`config.mk`:
```
export PLATFORM = sky130hd
export DESIGN_NAME = irq_mode_selector
export DESIGN_NICKNAME = d
export VERILOG_FILES = /design/src/rtl/irq_sel_pkg.sv /design/src/rtl/irq_pend_bank.sv /design/src/rtl/irq_mode_mask.sv /design/src/rtl/irq_prio_pick.sv /design/src/rtl/irq_mode_selector.sv
export SDC_FILE = /design/constraint.sdc
export NUM_CORES = 1
export LEC_CHECK = 0
export BUFFER_PORTS_ARGS = -buffer_cell sky130_fd_sc_hd__buf_2
export CORE_AREA = 5 5 42 44
export CTS_BUF_LIST = sky130_fd_sc_hd__clkbuf_2 sky130_fd_sc_hd__clkbuf_4 sky130_fd_sc_hd__clkbuf_8
export CTS_CLUSTER_SIZE = 20
export DETAILED_ROUTE_END_ITERATION = 12
export DIE_AREA = 0 0 47 49
export PLACE_DENSITY = 0.79
export SKIP_CTS_REPAIR_TIMING = 1
export SYNTH_ARGS = -nofsm -noshare
export SYNTH_HDL_FRONTEND = slang
export SYNTH_SLANG_ARGS = --single-unit
```
`constraint.sdc`:
```
create_clock -name clk -period 1.57 [get_ports clk]
set_input_delay 0.157 -clock clk [delete_from_list [all_inputs] [get_ports clk]]
set_output_delay 0.157 -clock clk [all_outputs]
set_load 0.01 [all_outputs]
```
`src/rtl/irq_sel_pkg.sv`:
```
package irq_sel_pkg;

    localparam int NUM_SRC = 7;
    localparam int SRC_W   = $clog2(NUM_SRC);

    typedef enum logic [SRC_W-1:0] {
        SRC_TLZ  = 3'd0,
        SRC_HINT = 3'd1,
        SRC_IVEC = 3'd2,
        SRC_CPUM = 3'd3,
        SRC_DEVM = 3'd4,
        SRC_SOFT = 3'd5,
        SRC_RERR = 3'd6
    } src_id_e;

    typedef logic [NUM_SRC-1:0] src_vec_t;

    typedef struct packed {
        logic    valid;
        src_id_e id;
    } pick_t;

    function automatic src_vec_t bit_of(input src_id_e s);
        return src_vec_t'(1) << s;
    endfunction

    // sources deliverable in hypervisor mode (enable required)
    localparam src_vec_t HPRIV_GATED = bit_of(SRC_HINT) | bit_of(SRC_IVEC);
    // sources deliverable outside hypervisor mode without the enable
    localparam src_vec_t USER_FREE   = bit_of(SRC_TLZ) | bit_of(SRC_HINT) | bit_of(SRC_IVEC);
    // sources deliverable outside hypervisor mode only with the enable
    localparam src_vec_t USER_GATED  = bit_of(SRC_CPUM) | bit_of(SRC_DEVM)
                                     | bit_of(SRC_SOFT) | bit_of(SRC_RERR);

endpackage

```
`src/rtl/irq_pend_bank.sv`:
```
module irq_pend_bank #(
    parameter int N = 7
) (
    input  logic         clk,
    input  logic         rst,
    input  logic [N-1:0] set_i,
    input  logic [N-1:0] clr_i,
    output logic [N-1:0] pend_o
);
    for (genvar k = 0; k < N; k++) begin : g_bit
        always_ff @(posedge clk) begin
            if (rst)
                pend_o[k] <= 1'b0;
            else if (set_i[k])
                pend_o[k] <= 1'b1;
            else if (clr_i[k])
                pend_o[k] <= 1'b0;
        end
    end
endmodule

```
`src/rtl/irq_mode_mask.sv`:
```
module irq_mode_mask
    import irq_sel_pkg::*;
(
    input  logic     hpriv_i,
    input  logic     ie_i,
    output src_vec_t elig_o
);
    always_comb begin
        if (hpriv_i)
            elig_o = ie_i ? HPRIV_GATED : '0;
        else
            elig_o = USER_FREE | (ie_i ? USER_GATED : '0);
    end
endmodule

```
`src/rtl/irq_prio_pick.sv`:
```
module irq_prio_pick #(
    parameter int N = 7,
    localparam int W = $clog2(N)
) (
    input  logic [N-1:0] req_i,
    output logic         valid_o,
    output logic [W-1:0] idx_o
);
    // lowest index carries the highest priority
    always_comb begin
        valid_o = 1'b0;
        idx_o   = '0;
        for (int k = N - 1; k >= 0; k--) begin
            if (req_i[k]) begin
                valid_o = 1'b1;
                idx_o   = W'(k);
            end
        end
    end
endmodule

```
`src/rtl/irq_mode_selector.sv`:
```
module irq_mode_selector
    import irq_sel_pkg::*;
(
    input  logic               clk,
    input  logic               rst,
    input  logic [NUM_SRC-1:0] set_i,
    input  logic [NUM_SRC-1:0] clr_i,
    input  logic               tlz_flag_i,
    input  logic               hint_wr_i,
    input  logic               ivec_acc_i,
    input  logic               hpriv_i,
    input  logic               ie_i,
    input  logic               take_i,
    output logic [NUM_SRC-1:0] pend_o,
    output logic               any_pend_o,
    output logic               irq_valid_o,
    output logic [SRC_W-1:0]   irq_src_o,
    output logic               take_err_o
);
    logic     tlz_q;
    logic     tlz_fall;
    src_vec_t clr_all;
    src_vec_t elig;
    pick_t    pick;
    logic [SRC_W-1:0] pick_idx;

    always_ff @(posedge clk) begin
        if (rst) tlz_q <= 1'b0;
        else     tlz_q <= tlz_flag_i;
    end

    assign tlz_fall = tlz_q & ~tlz_flag_i;

    assign clr_all = clr_i
                   | (tlz_fall   ? bit_of(SRC_TLZ)  : '0)
                   | (hint_wr_i  ? bit_of(SRC_HINT) : '0)
                   | (ivec_acc_i ? bit_of(SRC_IVEC) : '0);

    irq_pend_bank #(.N(NUM_SRC)) u_bank (
        .clk    (clk),
        .rst    (rst),
        .set_i  (set_i),
        .clr_i  (clr_all),
        .pend_o (pend_o)
    );

    irq_mode_mask u_mask (
        .hpriv_i (hpriv_i),
        .ie_i    (ie_i),
        .elig_o  (elig)
    );

    irq_prio_pick #(.N(NUM_SRC)) u_pick (
        .req_i   (pend_o & elig),
        .valid_o (pick.valid),
        .idx_o   (pick_idx)
    );

    assign pick.id     = src_id_e'(pick_idx);
    assign any_pend_o  = |pend_o;
    assign irq_valid_o = pick.valid;
    assign irq_src_o   = pick.id;
    assign take_err_o  = take_i & ~pick.valid;
endmodule

```
==> results of run 1 <==
[layout make-up]
type                       count  area, um2
sequential                     8        160
timing repair buffer          34        170
inverter                       8       30.0
clock buffer                   3       22.5
tap                           16       20.0
fill                         162        762
multi-input combinational     40        236
[critical path: cells and delay by family (launching register included)]
family,cells,cell delay [ps]
compound gates,2,350
simple gates,1,140
flops,1,430
buf+inv,1,120
[metal layers]
layer,global-route usage,vias up,share of wire
li1,-,263,-
met1,0.129,209,0.38
met2,0.149,22,0.50
met3,0.0369,2,0.10
met4,0.0553,0,0.014
met5,0,-,0
[stage by stage]
step | hold slack, ps | utilization | std cells
after global placement | 360 | 0.433 | 106
after global routing | 127 | 0.456 | 109
after floorplan | 274 | - | 57
after detailed placement | 366 | 0.433 | 106
final | 114 | 0.456 | 109
after CTS | 106 | 0.449 | 109
[cells by family (layout without fill, tap and decap cells)]
group | count (synthesis) | in the layout | share of synthesized area
and+or+nand+nor | 27 | 27 | 0.336
AOI/OAI and AO/OA | 13 | 13 | 0.202
buffers and inverters | 9 | 45 | 0.0804
DFF | 8 | 8 | 0.381
[cell usage after synthesis]
cell,number,area [um2]
a21oi_1,7,35.0
a221oi_2,1,15.0
a31oi_1,1,6.26
and2b_2,1,8.76
clkbuf_1,1,3.75
dfxtp_1,8,160
inv_1,8,30.0
nand2_1,1,3.75
nand2b_1,2,12.5
nand2b_2,1,8.76
nand3_1,3,15.0
nor2_1,13,48.8
nor2b_1,3,18.8
nor3_1,1,5.00
nor3b_1,1,7.51
nor3b_2,1,12.5
o2111ai_1,1,8.76
o21ai_0,1,5.00
o21ai_2,1,8.76
o22ai_1,1,6.26
[path summary, 6_finish.rpt]
path	end	slack, ps
min reg2reg	u_bank.pend_o[0]	530
min	u_bank.pend_o[3]	110
max	irq_valid_o	130
max reg2reg	u_bank.pend_o[0]	880
[cell usage in the layout (no fill, tap or decap), drive strengths merged]
cell type	instances
buf	34
nor2	13
inv	8
dfxtp	8
a21oi	7
nand3	3
nor2b	3
clkbuf	3
nand2b	3
nor3b	2
o21ai	2
o2111ai	1
nand2	1
and2b	1
a221oi	1
o22ai	1
nor3	1
a31oi	1
[sequential cells by signal, summed over array words and instances (netlist names)]
signal and count:
tlz_q 1, u_bank.pend_o 7
[where the power goes]
part	leakage, uW	switching, uW	internal (uW)
Clock	0.0000138	61.7	86.9
Combinational	0.000264	56.7	60.9
Sequential	0.0000668	17.1	217
Total	0.000344	135	364
==> run metrics, run 1 <==
Post-Syn Area 420 um2; GRT Util Overall 0.103; HP Start set_i[3]; worst vdd ir 0.422 mV; pre-CTS setup slack 366 ps; status finished clean; Reg2Reg Depth 2; Clock Tree Root clkbuf_4; via count 496; worst setup path start u_bank.pend_o[3]; Final Net Count 117; Avg Vias per Cell 4.55; RePlAce Congestion 0.815; Worst Setup Slack, final 129 ps; relative slew slack 0.824; FMAX 0.694 GHz; Worst R2R Start u_bank.pend_o[0]; layout cell share with drive strength beyond 1 0.473; largest net degree at the start of global routing 9; Initial Utilization 0.300; vias in the first global route 456; crit-path cells a21oi_1 -> o22ai_1 -> nand2b_1 -> buf_2; Reg clk slew, reported paths 50 ps; post-synthesis sequential area ratio 0.381; first-pass GRT wire length 1750 um; initial antenna violation count 0; Area growth syn-to-layout 52.1%; Initial DRC Count 2; type of the worst setup path flip-flop to primary output; Final Max Tran Viols 0; Hold Fails Final Rpt 0; post-synthesis cell count 57; element type at the critical path end primary output; HPWL after detailed placement 952 um; Setup crit start kind flip-flop; Avg Inst Size Synth 7.38 um2; synth warn 0; Power, Total 500 uW; Die ar. 2300 um2; pwr dens 782 nW/um2; Static Leak 0.000344 uW; # setup viols final 0; # Max-Cap Violations 0; cell area after layout 639 um2; IO buf count 34; worst-margin pin slew 263 ps; setup tns final 0 ps; CTS Buf Count 3; max incr delay on CP 430 ps; Clock Path Buffers 2; worst path arrival time 1280 ps; Die Width 47 um; Rows 14; GRT overflow 0; clock latency at the later pin of the worst-skew pair 240 ps; wire per inst 9.98 um; Hold Path Class input pin to flip-flop; IO Pins 35; Final min period 1440 ps; dpl cell area 607 um2; worst path required time 1410 ps; Post-route DRC 0; drt pass-1 iters 2; RSZ-0062 raised after global routing false; CTS HTree Levels 1; Ant. Diodes 0; crit-path max FO 6; post-route antenna net violation count 0; CTS tree yes; Syn Nets 79; core footprint 1400 um2; Final Skew 0.0108 ps; TritonCTS Sinks 8; CP max-delay cell dfxtp_1; Synth Register Bits 8; total wire length 1090 um; hold path cells 3; fin crit share 0.918; Chip Height 49 um; synth unique cells 20
Power figures use the tool's default switching activity.
==> inputs of run 2 (changes only) <==
Settings changed: CELL_PAD_IN_SITES_DETAIL_PLACEMENT set to 1, CELL_PAD_IN_SITES_GLOBAL_PLACEMENT set to 2, CORE_AREA 5 5 42 44 to unset, CORE_MARGIN set to 5, CORE_UTILIZATION set to 19, DIE_AREA 0 0 47 49 to unset, PLACE_DENSITY 0.79 to 0.93.
==> run metrics, run 2 (same netlist as run 1, synthesis figures left out) <==
Final Max Tran Viols 0; most common library cell in the layout ignoring fill and taps buf_2; fin crit share 0.931; met2 Track Usage GR 0.152; Static Leak 0.000343 uW; HPWL after detailed placement 1190 um; Final Skew 0.000944 ps; worst-margin pin slew 299 ps; Die ar. 3250 um2; IO buf count 34; Layout Cells excl Fill 121; core footprint 2170 um2; worst path required time 1410 ps; RePlAce Congestion 0.722; Chip Height 57.0 um; setup tns final 0 ps; GRT Util Overall 0.0810; Final min period 1460 ps; post-route antenna net violation count 0; wire per inst 11.3 um; total wire length 1370 um; Clock Path Buffers 2; via count 517; TritonCTS Sinks 8; FMAX 0.684 GHz; initial antenna violation count 0; max reg flops 7; IO Pins 35; biggest regs u_bank.pend_o x7, tlz_q x1; relative slew slack 0.801; drt pass-1 iters 2; vias in the first global route 528; busiest layer in global routing met2; R2R setup slack 900 ps; largest net degree at the start of global routing 9; status finished clean; Fill cells 302; Post-route DRC 0; CTS Buf Count 3; Final Net Count 117; met1 track demand over resource 0.0784; element type at the critical path end primary output; Rows 17; most frequent cells in the layout 34 x buf_2, 13 x nor2_1, 8 x inv_1, 7 x a21oi_1, 6 x dfxtp_1; pwr dens 781 nW/um2; Die Width 57.0 um; Biggest register u_bank.pend_o; crit-path max FO 5; worst path arrival time 1300 ps; Area growth syn-to-layout 55.1%; Clock Tree Root clkbuf_4; Reg clk slew, reported paths 50 ps; GRT overflow 0; worst vdd ir 0.300 mV; # setup viols final 0; CTS HTree Levels 1; layout cell share with drive strength beyond 1 0.484; Setup crit start kind flip-flop; hold slack 110 ps; Global Route met3 Usage 0.0204; Avg Vias per Cell 4.27; Hold Fails Final Rpt 0; Initial Utilization 0.194; Placed Instances 118; RSZ-0062 raised after global routing false; type of the worst setup path flip-flop to primary output; Ant. Diodes 0; first-pass GRT wire length 2070 um; # Max-Cap Violations 0; clock latency at the later pin of the worst-skew pair 250 ps; Initial DRC Count 2; Hold Path Class input pin to flip-flop; CTS tree yes
## run 2: critical path, cell delays in order, from the launching register on
cell	delay, ps
dfxtp_1	340
nor3_1	240
nand2b_2	180
nor3b_2	140
buf_2	150
## run 2: path summary, 6_finish.rpt
kind,cells after the start,startpoint,to
worst max-delay path,4,u_bank.pend_o[4],take_err_o
worst min register to register,3,tlz_q,u_bank.pend_o[0]
worst min-delay path,3,set_i[1],u_bank.pend_o[1]
worst max register to register,3,tlz_q,u_bank.pend_o[0]
## run 2: metrics by stage
step	power, uW	util	instance area [um2]	worst slack, ps
after detailed placement	360	0.287	622	298
after CTS	523	0.297	644	13.8
after global placement	354	0.287	622	344
after floorplan	295	-	420	420
final	509	0.300	652	108
after global routing	540	0.300	652	31.3
## run 2: routing by layer
metal | vias to the layer above | wire [um] | share of wire
met5 | - | 0 | 0
met3 | 2 | 110 | 0.080
met1 | 236 | 530 | 0.39
met4 | 0 | 6 | 0.0044
li1 | 261 | - | -
met2 | 18 | 726 | 0.53
## run 2: final cells by class
class | count | area [um2] | area share
inverter | 8 | 30.0 | 0.0461
sequential | 8 | 163 | 0.250
timing repair buffer | 34 | 170 | 0.261
multi-input combinational | 40 | 231 | 0.355
clock buffer | 3 | 22.5 | 0.0345
tap | 28 | 35.0 | 0.0537
## run 2: report_power, final
part	switching, uW	internal [uW]	total, uW
combinational	59.3	60.4	120
sequential	17.6	217	235
clock	67.8	87.3	155
total	145	365	509
==> inputs of run 3 (changes only) <==
Settings changed: ABC_AREA set to 1, CORE_UTILIZATION 19 to 18.
==> run metrics, run 3 <==
Initial DRC Count 3; clock latency at the later pin of the worst-skew pair 240 ps; xor and xnor area share after synthesis 0; RePlAce Congestion 0.815; Synth async-reset ratio 0; main combinational cell family by area after synthesis simple AND/OR/NAND/NOR gates; synth cell count leaders 20 x nor2_1, 10 x inv_1, 8 x dfxtp_1; Clock Tree Root clkbuf_4; Chip Height 58.0 um; Clk pwr share 0.300; worst-margin pin slew 251 ps; CTS Buf Count 3; Final min period 1410 ps; CTS HTree Levels 1; mux cell area share after synthesis 0; Seq pwr share 0.451; TritonCTS Sinks 8; Biggest register u_bank.pend_o; Syn Nets 85; post-synthesis adder-cell area fraction 0; Die ar. 3360 um2; Worst Setup Slack, final 158 ps; status finished clean; Initial Utilization 0.187; drt pass-1 iters 2; Avg Vias per Cell 4.04; Rows 17; CP top delay family flip-flops; largest net degree at the start of global routing 9; RSZ-0062 raised after global routing false; max reg flops 7; wire per inst 10.6 um; element type at the critical path end primary output; NetSw 143 uW; Area growth syn-to-layout 54.1%; worst path required time 1410 ps; Comb pwr share 0.249; pwr dens 791 nW/um2; Final Skew 0.0181 ps; Power, Total 505 uW; Hold Fails Final Rpt 0; first-pass GRT wire length 2170 um; setup tns final 0 ps; synth unique cells 15; Post-Syn Area 414 um2; Clock Path Buffers 2; top-area cell type share of the netlist area 0.387; most common library cell in the layout ignoring fill and taps buf_2; core footprint 2210 um2; post-synthesis sequential area ratio 0.387; Synth area leader dfxtp_1; total wire length 1340 um; Bufs and invs on worst path 2; post-route antenna net violation count 0; GRT overflow 0; synth top area cells dfxtp_1 39%, nor2_1 18%, inv_1 9.1%; Avg Inst Size Synth 6.57 um2; max incr delay on CP 390 ps; IO Pins 35; fin crit share 0.899; # setup viols final 0; Reg clk slew, reported paths 50 ps; biggest regs u_bank.pend_o x7, tlz_q x1; worst path arrival time 1260 ps; synth warn 0; type of the worst setup path flip-flop to primary output; post-synthesis cell count 63; initial antenna violation count 0; FMAX 0.708 GHz; # Max-Cap Violations 0; most frequent cells in the layout 34 x buf_2, 20 x nor2_1, 10 x inv_1, 8 x dfxtp_1, 6 x nand2_1; top-count cell post-synth nor2_1; Synth Register Bits 8; Post-route DRC 0; pre-CTS setup slack 400 ps; crit-path cells inv_1 -> nor2_1 -> a21oi_4 -> a21boi_2 -> buf_2; Die Width 58.0 um; Final Net Count 123; relative slew slack 0.832; Ant. Diodes 0; IO buf count 34; Final Max Tran Viols 0; main flop type after synthesis dfxtp_1; Static Leak 0.000356 uW; worst vdd ir 0.323 mV; net switching fraction of the power 0.284; GRT Util Overall 0.0831; CTS tree yes; post-synthesis simple-gate area fraction 0.363; Post-synth EDFFs 0; CP max-delay cell dfxtp_1; HPWL after detailed placement 1230 um; Reg2Reg Depth 4; crit-path max FO 4; vias in the first global route 549; Hold Path Class input pin to flip-flop; layout cell share with drive strength beyond 1 0.434; hold path cells 3; Setup crit start kind flip-flop; via count 513; Compound-Gate Fraction of Synth Area 0.139; internal cell power 362 uW; WP depth 5
-- run 3: cell count changes in the layout (fill, tap and decap cells not counted), moves of 2 or more --
cell | before | now
a21oi_1 | 7 | 5
dfxtp_1 | 6 | 8
dfxtp_2 | 2 | 0
inv_1 | 8 | 10
nand2_1 | 1 | 6
nand2b_1 | 2 | 0
nor2_1 | 13 | 20
nor2b_1 | 3 | 0
nor3b_2 | 2 | 0
-- run 3: cell type report --
| class | instances | area [um2] |
|---|---|---|
| inverter | 11 | 42.5 |
| sequential | 8 | 160 |
| multi-input combinational | 43 | 208 |
| fill | 304 | 1570 |
| clock buffer | 3 | 22.5 |
| tap | 28 | 35.0 |
| timing repair buffer | 34 | 170 |
-- run 3: layer usage --
layer  GRT usage  part of all wire  vias to the layer above  routed length, um
met5           0                 0                        -                  0
met4      0.0397                 0                        0                  0
met3      0.0356              0.11                        0                146
met2       0.148              0.50                       20                676
met1      0.0819              0.39                      227                518
li1            -                 -                      266                  -
-- run 3: cells by family after synthesis --
family,after synthesis
simple gates,35
buf+inv,12
flops,8
compound gates,8
-- run 3: worst reg2reg max path, delay by kind of cell (launching register included) --
family | cells | cell delay (ps)
buffers and inverters | 1 | 80
flip-flops | 1 | 350
AND/OR/NAND/NOR | 3 | 260
-- run 3: path summary, 6_finish.rpt --
check | from | slack, ps | end
setup / recovery | u_bank.pend_o[0] | 160 | irq_src_o[1]
hold / removal | set_i[2] | 120 | u_bank.pend_o[2]
setup reg to reg | u_bank.pend_o[2] | 830 | u_bank.pend_o[2]
hold reg to reg | u_bank.pend_o[4] | 540 | u_bank.pend_o[4]
-- run 3: through the flow --
stage / hold slack, ps / utilization / area, um2 / cells
2_1_floorplan: 274 / - / 414 / 63
3_3_place_gp: 364 / 0.278 / 616 / 124
3_5_place_dp: 368 / 0.278 / 616 / 124
4_1_cts: 108 / 0.288 / 638 / 127
5_1_grt: 110 / 0.288 / 638 / 127
6_report: 118 / 0.288 / 638 / 127
-- run 3: power groups by stage --
stage                     clock [uW]  sequential, uW  combinational (uW)
after detailed placement           0             233                 129
after floorplan                    0             236                61.8
after global placement             0             232                 126
after CTS                        162             228                 129
after global routing             176             230                 141
final                            151             228                 126
